==> config.mk <==
export PLATFORM = sky130hd
export DESIGN_NAME = daq_trig_ctrl
export DESIGN_NICKNAME = d
export VERILOG_FILES = /design/src/rtl/daq_trig_pkg.sv /design/src/rtl/daq_rise_det.sv /design/src/rtl/daq_sticky_flags.sv /design/src/rtl/daq_trig_counter.sv /design/src/rtl/daq_trig_ctrl.sv
export SDC_FILE = /design/constraint.sdc
export NUM_CORES = 1
export LEC_CHECK = 0
export CORE_MARGIN = 3
export CORE_UTILIZATION = 45
export CTS_BUF_LIST = sky130_fd_sc_hd__clkbuf_4 sky130_fd_sc_hd__clkbuf_8
export CTS_CLUSTER_DIAMETER = 150
export DETAILED_ROUTE_END_ITERATION = 10
export DONT_BUFFER_PORTS = 1
export GPL_ROUTABILITY_DRIVEN = 1
export PLACE_DENSITY = 0.6
export SYNTH_ARGS = -nofsm -noshare
export SYNTH_HDL_FRONTEND = slang
export SYNTH_HIERARCHICAL = 1
export SYNTH_SLANG_ARGS = --single-unit
==> constraint.sdc <==
create_clock -name clk -period 4.35 [get_ports clk]
set_input_delay 0.435 -clock clk [delete_from_list [all_inputs] [get_ports clk]]
set_output_delay 0.435 -clock clk [all_outputs]
set_load 0.02 [all_outputs]
==> src/rtl/daq_trig_pkg.sv <==
package daq_trig_pkg;
  localparam int STS_W      = 6;
  localparam int STS_SW     = 0;
  localparam int STS_CASC   = 1;
  localparam int STS_HW     = 2;
  localparam int STS_ARMED  = 3;
  localparam int STS_ANY    = 4;
  localparam int STS_FREEZE = 5;
  localparam int CNT_W      = 32;
endpackage

==> src/rtl/daq_rise_det.sv <==
module daq_rise_det #(
  parameter int W = 1
) (
  input  logic         clk,
  input  logic         rst,
  input  logic [W-1:0] lvl,
  output logic [W-1:0] rise
);
  logic [W-1:0] prev_q;

  for (genvar i = 0; i < W; i++) begin : g_bit
    always_ff @(posedge clk) begin
      if (rst) prev_q[i] <= 1'b0;
      else     prev_q[i] <= lvl[i];
    end
    assign rise[i] = lvl[i] & ~prev_q[i];
  end
endmodule

==> src/rtl/daq_sticky_flags.sv <==
module daq_sticky_flags #(
  parameter int N = 5
) (
  input  logic         clk,
  input  logic         rst,
  input  logic         clr,
  input  logic [N-1:0] evt,
  output logic [N-1:0] flags
);
  for (genvar i = 0; i < N; i++) begin : g_flag
    always_ff @(posedge clk) begin
      if (rst)         flags[i] <= 1'b0;
      else if (evt[i]) flags[i] <= 1'b1;
      else if (clr)    flags[i] <= 1'b0;
    end
  end
endmodule

==> src/rtl/daq_trig_counter.sv <==
module daq_trig_counter #(
  parameter int CW = 32
) (
  input  logic          clk,
  input  logic          rst,
  input  logic          inc,
  output logic [CW-1:0] cnt
);
  always_ff @(posedge clk) begin
    if (rst)      cnt <= '0;
    else if (inc) cnt <= cnt + 1'b1;
  end
endmodule

==> src/rtl/daq_trig_ctrl.sv <==
module daq_trig_ctrl
  import daq_trig_pkg::*;
#(
  parameter int CW = CNT_W
) (
  input  logic             clk,
  input  logic             rst,
  input  logic             ctl_sw_trig,
  input  logic             ctl_casc_en,
  input  logic             ctl_auto_rearm,
  input  logic             ctl_arm,
  input  logic             ctl_clr,
  input  logic             ctl_sw_freeze,
  input  logic             ctl_hw_freeze_en,
  input  logic             casc_trig_in,
  input  logic             hw_trig_in,
  input  logic             hw_freeze_in,
  output logic             trig_pulse,
  output logic             freeze_req,
  output logic [STS_W-1:0] status,
  output logic [CW-1:0]    trig_count
);
  localparam int NEDGE = 7;
  localparam int NFLAG = 5;

  logic [NEDGE-1:0] lvl, rise;
  logic sw_r, casc_r, hw_r, arm_r, clr_r, swf_r, hwf_r;
  logic sw_ok, casc_ok, hw_ok, any_ok, frz_ok;
  logic armed_q;
  logic [NFLAG-1:0] evt, flg;

  assign lvl = {hw_freeze_in, ctl_sw_freeze, ctl_clr, ctl_arm,
                hw_trig_in, casc_trig_in, ctl_sw_trig};
  assign {hwf_r, swf_r, clr_r, arm_r, hw_r, casc_r, sw_r} = rise;

  daq_rise_det #(.W(NEDGE)) u_rise (
    .clk(clk), .rst(rst), .lvl(lvl), .rise(rise)
  );

  assign sw_ok   = sw_r;
  assign casc_ok = casc_r & ctl_casc_en;
  assign hw_ok   = hw_r & (ctl_auto_rearm | armed_q);
  assign any_ok  = sw_ok | casc_ok | hw_ok;
  assign frz_ok  = swf_r | (hwf_r & ctl_hw_freeze_en);

  always_ff @(posedge clk) begin
    if (rst)        armed_q <= 1'b0;
    else if (arm_r) armed_q <= 1'b1;
    else if (hw_ok) armed_q <= 1'b0;
  end

  always_ff @(posedge clk) begin
    if (rst) begin
      trig_pulse <= 1'b0;
      freeze_req <= 1'b0;
    end else begin
      trig_pulse <= any_ok;
      freeze_req <= frz_ok;
    end
  end

  assign evt = {frz_ok, any_ok, hw_ok, casc_ok, sw_ok};

  daq_sticky_flags #(.N(NFLAG)) u_flags (
    .clk(clk), .rst(rst), .clr(clr_r), .evt(evt), .flags(flg)
  );

  assign status = {flg[4], flg[3], armed_q, flg[2], flg[1], flg[0]};

  daq_trig_counter #(.CW(CW)) u_cnt (
    .clk(clk), .rst(rst), .inc(any_ok), .cnt(trig_count)
  );
endmodule

# After elaboration in Yosys (flattened, before gate mapping)
# Cells that the tools add are included.
# Widths: inputs -> output; s select.
[word_totals]
out_inout_bits = 40
wordCells = 52
register_bits = 47
[classes]
reduce_logical = 6
mux = 8
n_bitwise = 21
addsub = 1
[ops]
columns = ["cell", "n"]
rows = [
  ["$add 32x1->32 const B", 1],
  ["$reduce_bool 2->1", 6],
  ["$and 1x1->1", 10],
  ["$mux 1", 8],
  ["$not 1->1", 7],
  ["$or 1x1->1", 4],
]

# Longest topological paths before layout
# Gate-level depths: netlist of the first run.
[depth]
word_depth = 6
mapped_depth = 9
depth_no_buf = 7

# By module
# The synthesis of the first run kept the hierarchy.
[modules_own_cells]
columns = ["module", "instances", "area_each_um2", "cells_per_inst", "seq_area_each_um2"]
rows = [
  ["daq_trig_counter", 1, 1564.0, 181, 640.6],
  ["daq_rise_det", 1, 227.7, 21, 140.1],
  ["daq_sticky_flags", 1, 175.2, 20, 100.1],
  ["daq_trig_ctrl", 1, 140.1, 15, 60.1],
]

# Worst setup path before layout of the first run
# OpenSTA, ideal clock, no wires.
[synth_timing]
kind = "input port to flip-flop"
from = "input hw_trig_in"
to = "register u_cnt.cnt[27]"
slack_ns = 2.195
n_path_buf = 2
path_stages = 9
required_ns = 4.229
t_arrival_ns = 2.034
path_cell_list = "nor2b_1 -> o21ai_2 -> nand2_1 -> buf_2 -> and4_1 -> buf_2 -> nand4_1 -> nor3b_1 -> mux2_2"
[synth_via]
elab_chain_len = 3
[synth_rtl]
columns = ["item", "line_no", "source"]
rows = [
  ["start: declaration", "daq_trig_ctrl.sv:16", "input logic hw_trig_in,"],
  ["$and 1x1->1", "daq_rise_det.sv:16", "assign rise[i] = lvl[i] & ~prev_q[i];"],
  ["$and 1x1->1", "daq_trig_ctrl.sv:42", "assign hw_ok = hw_r & (ctl_auto_rearm | armed_q);"],
  ["$or 1x1->1", "daq_trig_ctrl.sv:43", "assign any_ok = sw_ok | casc_ok | hw_ok;"],
  ["net any_ok", "daq_trig_ctrl.sv:28", "logic sw_ok, casc_ok, hw_ok, any_ok, frz_ok;"],
  ["end signal: assignment", "daq_trig_counter.sv:11", "else if (inc) cnt <= cnt + 1'b1;"],
  ["end: declaration", "daq_trig_counter.sv:7", "output logic [CW-1:0] cnt"],
]
# The timed path passes the listed nets, and every way through them passes these cells.
# A chain may end at the register's enable or synchronous reset.

# Final worst setup path of the first run
[layout_timing]
from = "register armed_q"
to = "register u_cnt.cnt[30]"
[layout_via]
elab_chain_len = 3
[layout_rtl]
columns = ["item", "line_no", "source"]
rows = [
  ["start: declaration", "daq_trig_ctrl.sv:29", "logic armed_q;"],
  ["start signal: assignment", "daq_trig_ctrl.sv:47", "if (rst) armed_q <= 1'b0;"],
  ["start signal: assignment", "daq_trig_ctrl.sv:48", "else if (arm_r) armed_q <= 1'b1;"],
  ["start signal: assignment", "daq_trig_ctrl.sv:49", "else if (hw_ok) armed_q <= 1'b0;"],
  ["$or 1x1->1", "daq_trig_ctrl.sv:42", ""],
  ["$and 1x1->1", "daq_trig_ctrl.sv:42", ""],
  ["$or 1x1->1", "daq_trig_ctrl.sv:43", ""],
  ["net any_ok", "daq_trig_ctrl.sv:28", ""],
]
# The timed path passes the listed nets, and every way through them passes these cells.

==> qor_table.md, run 1 <==
| Metric | Reported |
|:---|:---|
| Setup crit end kind | flip-flop |
| Transition time at the pin with the least slew margin | 0.398 ns |
| Final HPWL DP | 2.76 mm |
| Clock root buffer | sky130_fd_sc_hd__clkbuf_8 |
| Data arrival time of the critical path | 2.57 ns |
| Syn_nets | 250 |
| Final Cycle Share | 0.548 |
| Total number of vias | 1512 |
| Largest net degree at the start of global routing | 59 |
| Synthesized area | 0.00211 mm² |
| Placed cell area | 0.00212 mm² |
| Pins Over Slew Limit | 0 |
| Max stage delay cell, worst path | sky130_fd_sc_hd__dfxtp_1 |
| Number of DRC markers after the initial detailed-route iteration | 113 |
| Crit Path Class | reg -> reg |
| Met3 track utilization from global routing | 0.0595 |
| Initial DRT Pass Iterations | 4 |
| Die Span Y | 74.4 µm |
| Clock tree from TritonCTS | yes |
| Placeable core region | 0.00444 mm² |
| Area Growth Syn to Fin | 5.40% |
| Most used routing layer in global routing | met2 |
| Detail-routed via count per cell | 5.29 |
| Maximum clock frequency | 0.419 GHz |
| Post-detailed-route wirelength per cell | 14.0 µm |
| Buffer levels on the longest clock path | 2 |
| Setup violators final | 0 |
| DIE AREA | 0.00554 mm² |
| Initial antenna violation count | 0 |
| CP Data Required Time | 4.54 ns |
| Met2 usage | 0.226 |
| CP cell instances | o21ai_2 > nand2_1 > and4_1 > nand4_1 > nor3_1 > mux2_2 |
| Initial core utilization | 0.474 |
| Worst-Skew Late Latency | 0.29 ns |
| Final Total Pwr | 0.781 mW |
| Largest incremental delay on the critical path | 0.49 ns |
| Hold bufs inserted after CTS | 0 |
| Areal power density over the cells | 352 mW/mm² |
| First-pass GRT wire length | 6.70 mm |
| Post-Syn Area per Cell | 8.89 µm² |
| Via count of the first global-routing pass | 1412 |
| DRC viols | 0 |
| Maximum VDD drop | 0.000164 V |
| Number of buffers created by CTS | 5 |
| Total detailed-routing wirelength | 3.99 mm |
| Share of Yosys cell area claimed by the top area cell type | 0.447 |
| Top cell type by total area after synthesis | sky130_fd_sc_hd__dfxtp_1 |
| Total clock sinks | 47 |
| Number of buffers inserted by post-CTS setup repair | 0 |
| Post-synthesis sequential element count | 47 |
| Max-cap violations | 0 |
| Global-route usage over all layers | 0.154 |
| Routability-driven placement congestion ratio | 0.734 |
| Outcome | finished clean |
| Share of the yosys chip area belonging to registers | 0.447 |
| Remaining number of nets flagged by the antenna check after routing | 0 |
| Final instance area | 0.00222 mm² |
| Number of nets at the end of the flow | 246 |
| Ratio of cells with drive above 1 in the final layout | 0.107 |
| Number of antenna diodes | 0 |
| Fraction of met1 tracks used by global routing | 0.212 |
| Post-CTS resize count | 0 |
| Global route overflow | 0 |
| Clock transition at the registers of the reported paths | 0.08 ns |
| Static leakage | 0.820 nW |
| Element type at the critical path start | flip-flop |
| Ranking of synthesized cells by area | sky130_fd_sc_hd__dfxtp_1 (45%), sky130_fd_sc_hd__nor2b_1 (7.1%), sky130_fd_sc_hd__mux2_2 (4.8%), sky130_fd_sc_hd__nor2_1 (4.6%), sky130_fd_sc_hd__xor2_1 (3.7%) |
| Setup clock skew after layout | 0.00541 ns |
| Number of standard cells after synthesis | 237 |
| Min Clock Period, post-route | 2.38 ns |
| Netlist cell types | 38 |
| Worst min-delay path category | in -> reg |
| Horizontal die dimension | 74.4 µm |
| Setup repair after global routing missed its margin | no |
| Io pins | 52 |
| H-tree depth | 2 |
| Port-buffer cells | 0 |
| Number of warning messages in the yosys log | 6 |
| Critical path fanouts, max | 9 |
| Post-route setup TNS | 0 ns |
| Worst slew margin relative to its limit | 0.734 |
| FP Rows | 24 |
| Final-report hold violation count | 0 |
-- layout make-up --
cell class,count,area [µm²]
clock buffer,8,104
fill,447,2220
inverter,11,41.3
multi-input combinational,168,1070
sequential,47,941
tap,52,65.1
-- cells by family (layout without fill, tap and decap cells) --
group	Yosys count	count (layout)	share of synthesized area
compound gates	24	24	0.0653
xor+xnor	13	13	0.0540
fa+ha+maj	1	1	0.00594
buf+inv	22	19	0.0457
flops	47	47	0.447
mux	12	12	0.0635
simple gates	118	118	0.319
-- metal layers --
layer | part of all wire | vias to the layer above
met1 | 0.49 | 665
li1 | - | 806
met4 | 0.011 | 0
met2 | 0.43 | 37
met5 | 0 | -
met3 | 0.069 | 4
-- synthesized netlist by cell type --
library cell / n
sky130_fd_sc_hd__dfxtp_1: 47
sky130_fd_sc_hd__nor2_1: 26
sky130_fd_sc_hd__nor2b_1: 24
sky130_fd_sc_hd__a21oi_1: 14
sky130_fd_sc_hd__inv_1: 11
sky130_fd_sc_hd__nand2_1: 10
sky130_fd_sc_hd__nand4_1: 10
sky130_fd_sc_hd__nor3_1: 10
sky130_fd_sc_hd__mux2_2: 9
sky130_fd_sc_hd__nand3_1: 9
sky130_fd_sc_hd__xor2_1: 9
sky130_fd_sc_hd__clkbuf_1: 7
sky130_fd_sc_hd__nand2b_1: 6
sky130_fd_sc_hd__o21ai_0: 4
sky130_fd_sc_hd__or3_1: 4
sky130_fd_sc_hd__xnor2_1: 4
sky130_fd_sc_hd__and4_1: 3
sky130_fd_sc_hd__o31ai_1: 3
sky130_fd_sc_hd__or4_1: 3
sky130_fd_sc_hd__and2_1: 2
sky130_fd_sc_hd__and3_1: 2
sky130_fd_sc_hd__buf_2: 2
sky130_fd_sc_hd__mux2_1: 2
sky130_fd_sc_hd__nor4_1: 2
sky130_fd_sc_hd__a21o_1: 1
sky130_fd_sc_hd__a21oi_2: 1
sky130_fd_sc_hd__and3_2: 1
sky130_fd_sc_hd__buf_4: 1
sky130_fd_sc_hd__buf_6: 1
sky130_fd_sc_hd__ha_1: 1
sky130_fd_sc_hd__mux2i_1: 1
sky130_fd_sc_hd__nand4_2: 1
sky130_fd_sc_hd__nor2b_4: 1
sky130_fd_sc_hd__nor3b_1: 1
sky130_fd_sc_hd__nor4_4: 1
sky130_fd_sc_hd__o21ai_2: 1
sky130_fd_sc_hd__or2_2: 1
sky130_fd_sc_hd__or4_4: 1
-- cell usage in the layout, fill, tap and decap left out, types with 2 or more instances in the layout --
cell type	count
sky130_fd_sc_hd__a21oi_1	14
sky130_fd_sc_hd__and2_1	2
sky130_fd_sc_hd__and3_1	2
sky130_fd_sc_hd__and4_1	3
sky130_fd_sc_hd__clkbuf_8	7
sky130_fd_sc_hd__dfxtp_1	47
sky130_fd_sc_hd__inv_1	11
sky130_fd_sc_hd__mux2_1	2
sky130_fd_sc_hd__mux2_2	9
sky130_fd_sc_hd__nand2_1	10
sky130_fd_sc_hd__nand2b_1	6
sky130_fd_sc_hd__nand3_1	9
sky130_fd_sc_hd__nand4_1	10
sky130_fd_sc_hd__nor2_1	26
sky130_fd_sc_hd__nor2b_1	24
sky130_fd_sc_hd__nor3_1	10
sky130_fd_sc_hd__nor4_1	2
sky130_fd_sc_hd__o21ai_0	4
sky130_fd_sc_hd__o31ai_1	3
sky130_fd_sc_hd__or3_1	4
sky130_fd_sc_hd__or4_1	3
sky130_fd_sc_hd__xnor2_1	4
sky130_fd_sc_hd__xor2_1	9
-- worst paths after layout --
kind                    start  cells after the start  slack [ns]               end
max                   armed_q                      6        1.97     u_cnt/cnt[30]
max reg2reg           armed_q                      6        1.97     u_cnt/cnt[30]
min reg2reg  u_rise/prev_q[3]                      3        0.48           armed_q
min                       rst                      1        0.21  u_rise/prev_q[0]
-- power breakdown --
group	switching (mW)	internal, mW	leakage [nW]	total (mW)
clock network	0.137	0.151	0.0549	0.288
logic	0.0148	0.0161	0.382	0.0310
registers	0.0196	0.442	0.383	0.462
-- stage by stage --
| stage | setup slack [ns] | std cells | utilization | hold WS, ns |
|---|---|---|---|---|
| after floorplan | 2.20 | 237 | - | 0.455 |
| after global placement | 1.93 | 278 | 0.476 | 0.471 |
| after detailed placement | 1.86 | 278 | 0.476 | 0.474 |
| after CTS | 1.93 | 286 | 0.500 | 0.181 |
| after global routing | 1.70 | 286 | 0.500 | 0.180 |
| final | 1.97 | 286 | 0.500 | 0.210 |
-- worst max-delay path: cells and delay by family, from the launching register on --
family             cells  cell delay [ns]
AOI/OAI and AO/OA      1             0.13
DFF                    1             0.49
muxes                  1             0.36
and+or+nand+nor        4             1.30
-- state kept, by name (all words and copies together) (netlist names) --
name and count:
armed_q 1, freeze_req 1, trig_pulse 1, u_cnt/cnt 32, u_flags/flags 5, u_rise/prev_q 7
Note: power is estimated with default switching activity, not from simulation.
==> run 2, diff against run 1 <==
Settings changed: PLACE_DENSITY 0.6 to 0.62.
Clock period 4.35 ns to 2.13 ns, I/O delays scaled along.
==> run 2 against run 1 <==
  * Sequential power is 100% higher
  * Register-to-register slack worse by 1.7 ns
  * Die area stayed put
  * Combinational power grew to 3.5 times the previous value
  * Via count is 10% higher
  * Flip-flop and latch count stayed put
  * Utilization is 5.0 points higher
  * Global-route usage is 1.5 points higher
  * Total power is 100% higher
  * Sequential share of layout area is 3.9 points lower
  * Highest routed layer unchanged
==> qor_table.md, run 2 (synthesis results as in run 1) <==
| Metric | Reported | vs previous |
|:---|:---|:---|
| Outcome | finished clean |  |
| Global-route usage over all layers | 0.169 | +0.0150 |
| Io pins | 52 | unchanged |
| CP Data Required Time | 2.31 ns | -2.23 ns |
| Post-route setup slack | 0.236 ns | -1.73 ns |
| Setup violators final | 0 | unchanged |
| Number of antenna diodes | 0 | unchanged |
| Clock transition at the registers of the reported paths | 0.08 ns | about the same |
| Worst slew margin relative to its limit | 0.753 | +0.0189 |
| Remaining number of nets flagged by the antenna check after routing | 0 | unchanged |
| Placed cell area | 0.00231 mm² | +9.2% |
| Initial DRT Pass Iterations | 4 | unchanged |
| Placed cell count | 304 | +9.4% |
| Final HPWL DP | 3.08 mm | +11% |
| Largest net degree at the start of global routing | 37 | -37% |
| Clock tree from TritonCTS | yes |  |
| Biggest regs | u_cnt/cnt (32), u_rise/prev_q (7), u_flags/flags (5) |  |
| Worst hold slack | 0.0499 ns | -0.160 ns |
| Ratio of cells with drive above 1 in the final layout | 0.208 | +0.101 |
| Area Growth Syn to Fin | 16.0% |  |
| Final Cycle Share | 0.889 | +0.341 |
| Crit Path Class | reg -> reg |  |
| Setup repair after global routing missed its margin | no |  |
| Maximum VDD drop | 0.000412 V | +150% |
| Detail-routed via count per cell | 5.28 | about the same |
| Buffer levels on the longest clock path | 2 | unchanged |
| Initial core utilization | 0.474 | unchanged |
| Final-report hold violation count | 0 | unchanged |
| Setup crit end kind | flip-flop |  |
| Maximum clock frequency | 0.528 GHz | +26% |
| Fillcell total | 423 | -5.4% |
| Worst Hold Launch | ctl_arm |  |
| Number of DRC markers after the initial detailed-route iteration | 57 | -50% |
| Via count of the first global-routing pass | 1655 | +17% |
| Critical path fanouts, max | 7 | -2 |
| Pins Over Slew Limit | 0 | unchanged |
| Post-route setup TNS | 0 ns | unchanged |
| FP Rows | 24 | unchanged |
| Worst-Skew Late Latency | 0.29 ns | about the same |
| Port-buffer cells | 0 | unchanged |
| Die Span Y | 74.4 µm | unchanged |
| DRC viols | 0 | unchanged |
| Total clock sinks | 47 | unchanged |
| Areal power density over the cells | 639 mW/mm² | +82% |
| First-pass GRT wire length | 7.33 mm | +9.5% |
| Register with the most flip-flops | u_cnt/cnt |  |
| Post-layout util | 0.550 | +0.0501 |
| Number of cells traversed by the worst hold path | 1 | unchanged |
| Initial antenna violation count | 0 | unchanged |
| Min Clock Period, post-route | 1.89 ns | -0.490 ns |
| Setup clock skew after layout | 0.00395 ns | -0.00145 ns |
| Post-detailed-route wirelength per cell | 13.8 µm | -1.4% |
| Count of cells along the worst register-to-register path | 7 | +1 |
| Final non-filler cell total | 316 | +10% |
| Routability-driven placement congestion ratio | 0.746 | +1.6% |
| Static leakage | 0.972 nW | +19% |
| Total number of vias | 1669 | +10% |
| Largest register FFs | 32 | unchanged |
| Number of buffers created by CTS | 5 | unchanged |
| Leading cell types in the layout, fill and taps excluded | sky130_fd_sc_hd__dfxtp_1 (47), sky130_fd_sc_hd__buf_4 (29), sky130_fd_sc_hd__nor2_1 (26) |  |
| R2R Path Start | u_rise/prev_q[1] |  |
| Worst min-delay path category | in -> reg |  |
| Element type at the critical path start | flip-flop |  |
| Max-cap violations | 0 | unchanged |
| Clock root buffer | sky130_fd_sc_hd__clkbuf_8 |  |
| Final Total Pwr | 1.56 mW | +100% |
| Total detailed-routing wirelength | 4.35 mm | +8.9% |
| Register-to-register path setup slack | 0.24 ns | -1.73 ns |
| Global route overflow | 0 | unchanged |
| Destination of the worst hold path | u_rise/prev_q[3] |  |
| H-tree depth | 2 | unchanged |
| Leading cell type in the layout, fill and taps excluded | sky130_fd_sc_hd__dfxtp_1 |  |
| Transition time at the pin with the least slew margin | 0.370 ns | -0.0283 ns |
| Minimum setup slack after placement | 0.201 ns | -1.66 ns |
| Data arrival time of the critical path | 2.08 ns | -0.49 ns |
| Final instance area | 0.00244 mm² | +10% |
| Placeable core region | 0.00444 mm² | unchanged |
| Number of nets at the end of the flow | 276 | +12% |
| DIE AREA | 0.00554 mm² | unchanged |
| Horizontal die dimension | 74.4 µm | unchanged |
| Capturing point of the worst reg2reg path | u_cnt/cnt[19] |  |
| Post-CTS resize count | 0 | unchanged |
[run 2: repair_timing]
| action | in CTS | in global routing |
|---|---|---|
| buffers inserted | 0 | 3 |
| hold buffers | 1 | 0 |
| endpoints found under the hold margin | 36 | 0 |
| endpoints found under the setup margin | 0 | 5 |
[run 2: metal layers]
metal / wire length [µm] / vias up / track usage
met3: 304 / 5 / 0.0527
met4: 42 / 0 / 0.0593
met1: 2000 / 770 / 0.210
met5: 0 / - / 0
li1: - / 857 / -
met2: 2010 / 37 / 0.277
[run 2: area by class of cell]
type	instances	area, µm²	area share
Inverter	11	41.3	0.0169
Tap cell	52	65.1	0.0266
Multi-Input combinational cell	168	1070	0.438
Clock inverter	2	12.5	0.00512
Clock buffer	6	76.3	0.0312
Timing Repair Buffer	30	238	0.0973
Sequential cell	47	941	0.385
[run 2: worst max path at each step]
stage,depth (start not counted),endpoint,startpoint,slack (ns)
2_1_floorplan,5,u_cnt/cnt[31],u_cnt/cnt[9],0.11
3_3_place_gp,7,u_cnt/cnt[29],u_rise/prev_q[2],0.22
3_5_place_dp,7,u_cnt/cnt[29],u_rise/prev_q[2],0.20
4_1_cts,7,u_cnt/cnt[29],u_rise/prev_q[1],0.16
5_1_grt,7,u_cnt/cnt[19],u_rise/prev_q[1],0.03
6_report,7,u_cnt/cnt[19],u_rise/prev_q[1],0.24
[run 2: power by group]
group,internal [mW],switching (mW),leakage (nW),total [mW]
clock network,0.242,0.282,0.0446,0.524
logic,0.0492,0.0596,0.544,0.109
registers,0.903,0.0259,0.383,0.929
total,1.19,0.367,0.972,1.56
[run 2: critical path, stage by stage (launching register included)]
cell and delay, ns:
sky130_fd_sc_hd__dfxtp_1 0.30, sky130_fd_sc_hd__nor2b_1 0.13, sky130_fd_sc_hd__a21oi_1 0.10, sky130_fd_sc_hd__nand2_1 0.09
sky130_fd_sc_hd__and4_1 0.23, sky130_fd_sc_hd__nand3_1 0.23, sky130_fd_sc_hd__nor4_1 0.32, sky130_fd_sc_hd__mux2_2 0.38
==> run 3, diff against run 2 <==
--- a/config.mk
+++ b/config.mk
@@ -6,4 +6,5 @@
 export NUM_CORES = 1
 export LEC_CHECK = 0
+export ABC_CLOCK_PERIOD_IN_PS = 2130
 export CORE_MARGIN = 3
 export CORE_UTILIZATION = 45
==> constraint.sdc (replaced) <==
create_clock -name clk -period 2.13 [get_ports clk]
set_input_delay 0.213 -clock clk [delete_from_list [all_inputs] [get_ports clk]]
set_output_delay 0.213 -clock clk [all_outputs]
set_load 0.005 [all_outputs]
==> run 3 against run 2 <==
  * Total power increased by 2.7%
  * Fmax decreased by 5.4%
  * Routed wire length decreased by 0.76%
  * Largest power group unchanged
  * Highest routed layer unchanged
==> qor_table.md, run 3 (synthesis results as in run 1) <==
| Metric | Reported | vs previous |
|:---|:---|:---|
| First-pass GRT wire length | 6.91 mm | -5.7% |
| Ratio of cells with drive above 1 in the final layout | 0.136 | -0.0720 |
| Crit Path Class | reg -> reg |  |
| Setup clock skew after layout | 0.00900 ns | +0.00504 ns |
| Static leakage | 0.865 nW | -11% |
| Largest register FFs | 32 | unchanged |
| Pint | 1.25 mW | +4.9% |
| Switching share of power | 0.219 | -0.0160 |
| CP Data Required Time | 2.31 ns | about the same |
| Post-detailed-route wirelength per cell | 14.7 µm | +6.7% |
| FP Rows | 24 | unchanged |
| Post-route setup slack | 0.128 ns | -0.108 ns |
| Part of the total power dissipated in the clock network | 0.372 | +0.036 |
| Number of nets at the end of the flow | 254 | -8.0% |
| Via count of the first global-routing pass | 1519 | -8.2% |
| Maximum VDD drop | 0.000389 V | -5.4% |
| Initial core utilization | 0.474 | unchanged |
| Switching component of the power | 0.352 mW | -4.3% |
| Critical path fanouts, max | 10 | +3 |
| Count of cells along the worst register-to-register path | 4 | -3 |
| Clock transition at the registers of the reported paths | 0.09 ns | about the same |
| Buffer levels on the longest clock path | 2 | unchanged |
| Global route overflow | 0 | unchanged |
| Number of DRC markers after the initial detailed-route iteration | 96 | +68% |
| Area Growth Syn to Fin | 8.85% |  |
| Global-route usage over all layers | 0.161 | -0.00854 |
| Max-cap violations | 0 | unchanged |
| Fraction of met1 tracks used by global routing | 0.207 | -0.00274 |
| Post-CTS resize count | 0 | unchanged |
| Min Clock Period, post-route | 2.00 ns | +0.108 ns |
| R2R Path Start | u_cnt/cnt[19] |  |
| Largest net degree at the start of global routing | 37 | unchanged |
| Die Span Y | 74.4 µm | unchanged |
| Number of buffers created by CTS | 5 | unchanged |
| Leading cell type in the layout, fill and taps excluded | sky130_fd_sc_hd__dfxtp_1 |  |
| Element type at the critical path start | flip-flop |  |
| Leading cell types in the layout, fill and taps excluded | sky130_fd_sc_hd__dfxtp_1 (47), sky130_fd_sc_hd__nor2_1 (26), sky130_fd_sc_hd__nor2b_1 (24) |  |
| DIE AREA | 0.00554 mm² | unchanged |
| Total clock sinks | 47 | unchanged |
| Post-route setup TNS | 0 ns | unchanged |
| DRC viols | 0 | unchanged |
| Setup crit end kind | flip-flop |  |
| Horizontal die dimension | 74.4 µm | unchanged |
| Number of antenna diodes | 0 | unchanged |
| Relative contribution of combinational cells to total power | 0.053 | -0.017 |
| Worst Hold Launch | ctl_clr |  |
| Met3 track utilization from global routing | 0.0608 | +0.00811 |
| Register-to-register path setup slack | 0.13 ns | -0.11 ns |
| Clock root buffer | sky130_fd_sc_hd__clkbuf_8 |  |
| Final Total Pwr | 1.60 mW | +2.7% |
| Post-layout util | 0.516 | -0.0338 |
| Worst slew margin relative to its limit | 0.792 | +0.0385 |
| Initial DRT Pass Iterations | 4 | unchanged |
| Sequential share of power | 0.575 | -0.020 |
| Outcome | finished clean |  |
| Most used routing layer in global routing | met2 |  |
| Biggest regs | u_cnt/cnt (32), u_rise/prev_q (7), u_flags/flags (5) |  |
| Capturing point of the worst reg2reg path | u_cnt/cnt[31] |  |
| Total number of vias | 1602 | -4.0% |
| Clock tree from TritonCTS | yes |  |
| Final-report hold violation count | 0 | unchanged |
| Transition time at the pin with the least slew margin | 0.310 ns | -0.0601 ns |
| Areal power density over the cells | 700 mW/mm² | +9.5% |
| Met2 usage | 0.246 | -0.0312 |
| Total detailed-routing wirelength | 4.32 mm | -0.76% |
| Pins Over Slew Limit | 0 | unchanged |
| Io pins | 52 | unchanged |
| Destination of the worst hold path | u_rise/prev_q[4] |  |
| Worst-Skew Late Latency | 0.29 ns | about the same |
| Initial antenna violation count | 0 | unchanged |
| Port-buffer cells | 0 | unchanged |
| Minimum setup slack after placement | 0.146 ns | -0.0544 ns |
| Detail-routed via count per cell | 5.45 | +3.2% |
| H-tree depth | 2 | unchanged |
| Setup violators final | 0 | unchanged |
| Remaining number of nets flagged by the antenna check after routing | 0 | unchanged |
| Placeable core region | 0.00444 mm² | unchanged |
| Register with the most flip-flops | u_cnt/cnt |  |
| Number of cells traversed by the worst hold path | 1 | unchanged |
| Final HPWL DP | 2.94 mm | -4.4% |
| Data arrival time of the critical path | 2.18 ns | +0.10 ns |
| Maximum clock frequency | 0.499 GHz | -5.4% |
| Setup repair after global routing missed its margin | no |  |
| Worst min-delay path category | in -> reg |  |
| Routability-driven placement congestion ratio | 0.717 | -3.8% |
| Final Cycle Share | 0.940 | +0.0508 |
run 3: stage by stage:
step	instances	hold WS, ns	cell area, µm²
final	294	0.0499	2290
after CTS	293	0.0409	2290
after floorplan	237	0.275	2110
after global placement	284	0.284	2160
after detailed placement	284	0.286	2160
after global routing	294	0.0535	2290
run 3: how the worst max path moves through the flow:
stage / from / to / slack (ns) / cells after the start
2_1_floorplan: u_rise/prev_q[2] / u_cnt/cnt[27] / 0.15 / 9
3_3_place_gp: u_cnt/cnt[19] / u_cnt/cnt[31] / 0.17 / 4
3_5_place_dp: u_cnt/cnt[19] / u_cnt/cnt[28] / 0.15 / 4
4_1_cts: u_cnt/cnt[19] / u_cnt/cnt[28] / 0.14 / 4
5_1_grt: u_cnt/cnt[19] / u_cnt/cnt[27] / 0.01 / 4
6_report: u_cnt/cnt[19] / u_cnt/cnt[31] / 0.13 / 4
run 3: repair_timing:
action | 4_1_cts | 5_1_grt
setup endpoints to repair | 0 | 1
hold endpoints to repair | 36 | 0
hold buffers | 1 | 0
buffers inserted | 0 | 1
run 3: area by class of cell:
| cell class | count | area [µm²] |
|---|---|---|
| fill | 416 | 2150 |
| multi-input combinational | 168 | 1070 |
| sequential | 47 | 941 |
| clock buffer | 8 | 104 |
| timing repair buffer | 8 | 72.6 |
| tap | 52 | 65.1 |
| inverter | 11 | 41.3 |
run 3: routing by layer:
layer,share of wire,vias up
li1,-,817
met1,0.48,740
met2,0.43,40
met3,0.080,5
met4,0.0095,0
met5,0,-
run 3: worst max-delay path: stages, from the launching register on:
cell                      delay, ns
sky130_fd_sc_hd__dfxtp_1       0.44
sky130_fd_sc_hd__nand4_1       0.21
sky130_fd_sc_hd__or4_4         0.62
sky130_fd_sc_hd__nor4_4        0.29
sky130_fd_sc_hd__mux2_1        0.33
run 3: power groups by stage:
stage | registers, mW | logic (mW) | clock network [mW]
after CTS | 0.923 | 0.0866 | 0.617
after floorplan | 0.939 | 0.0689 | 0
after global routing | 0.927 | 0.0979 | 0.649
after global placement | 0.944 | 0.0697 | 0
after detailed placement | 0.944 | 0.0707 | 0
final | 0.922 | 0.0856 | 0.597
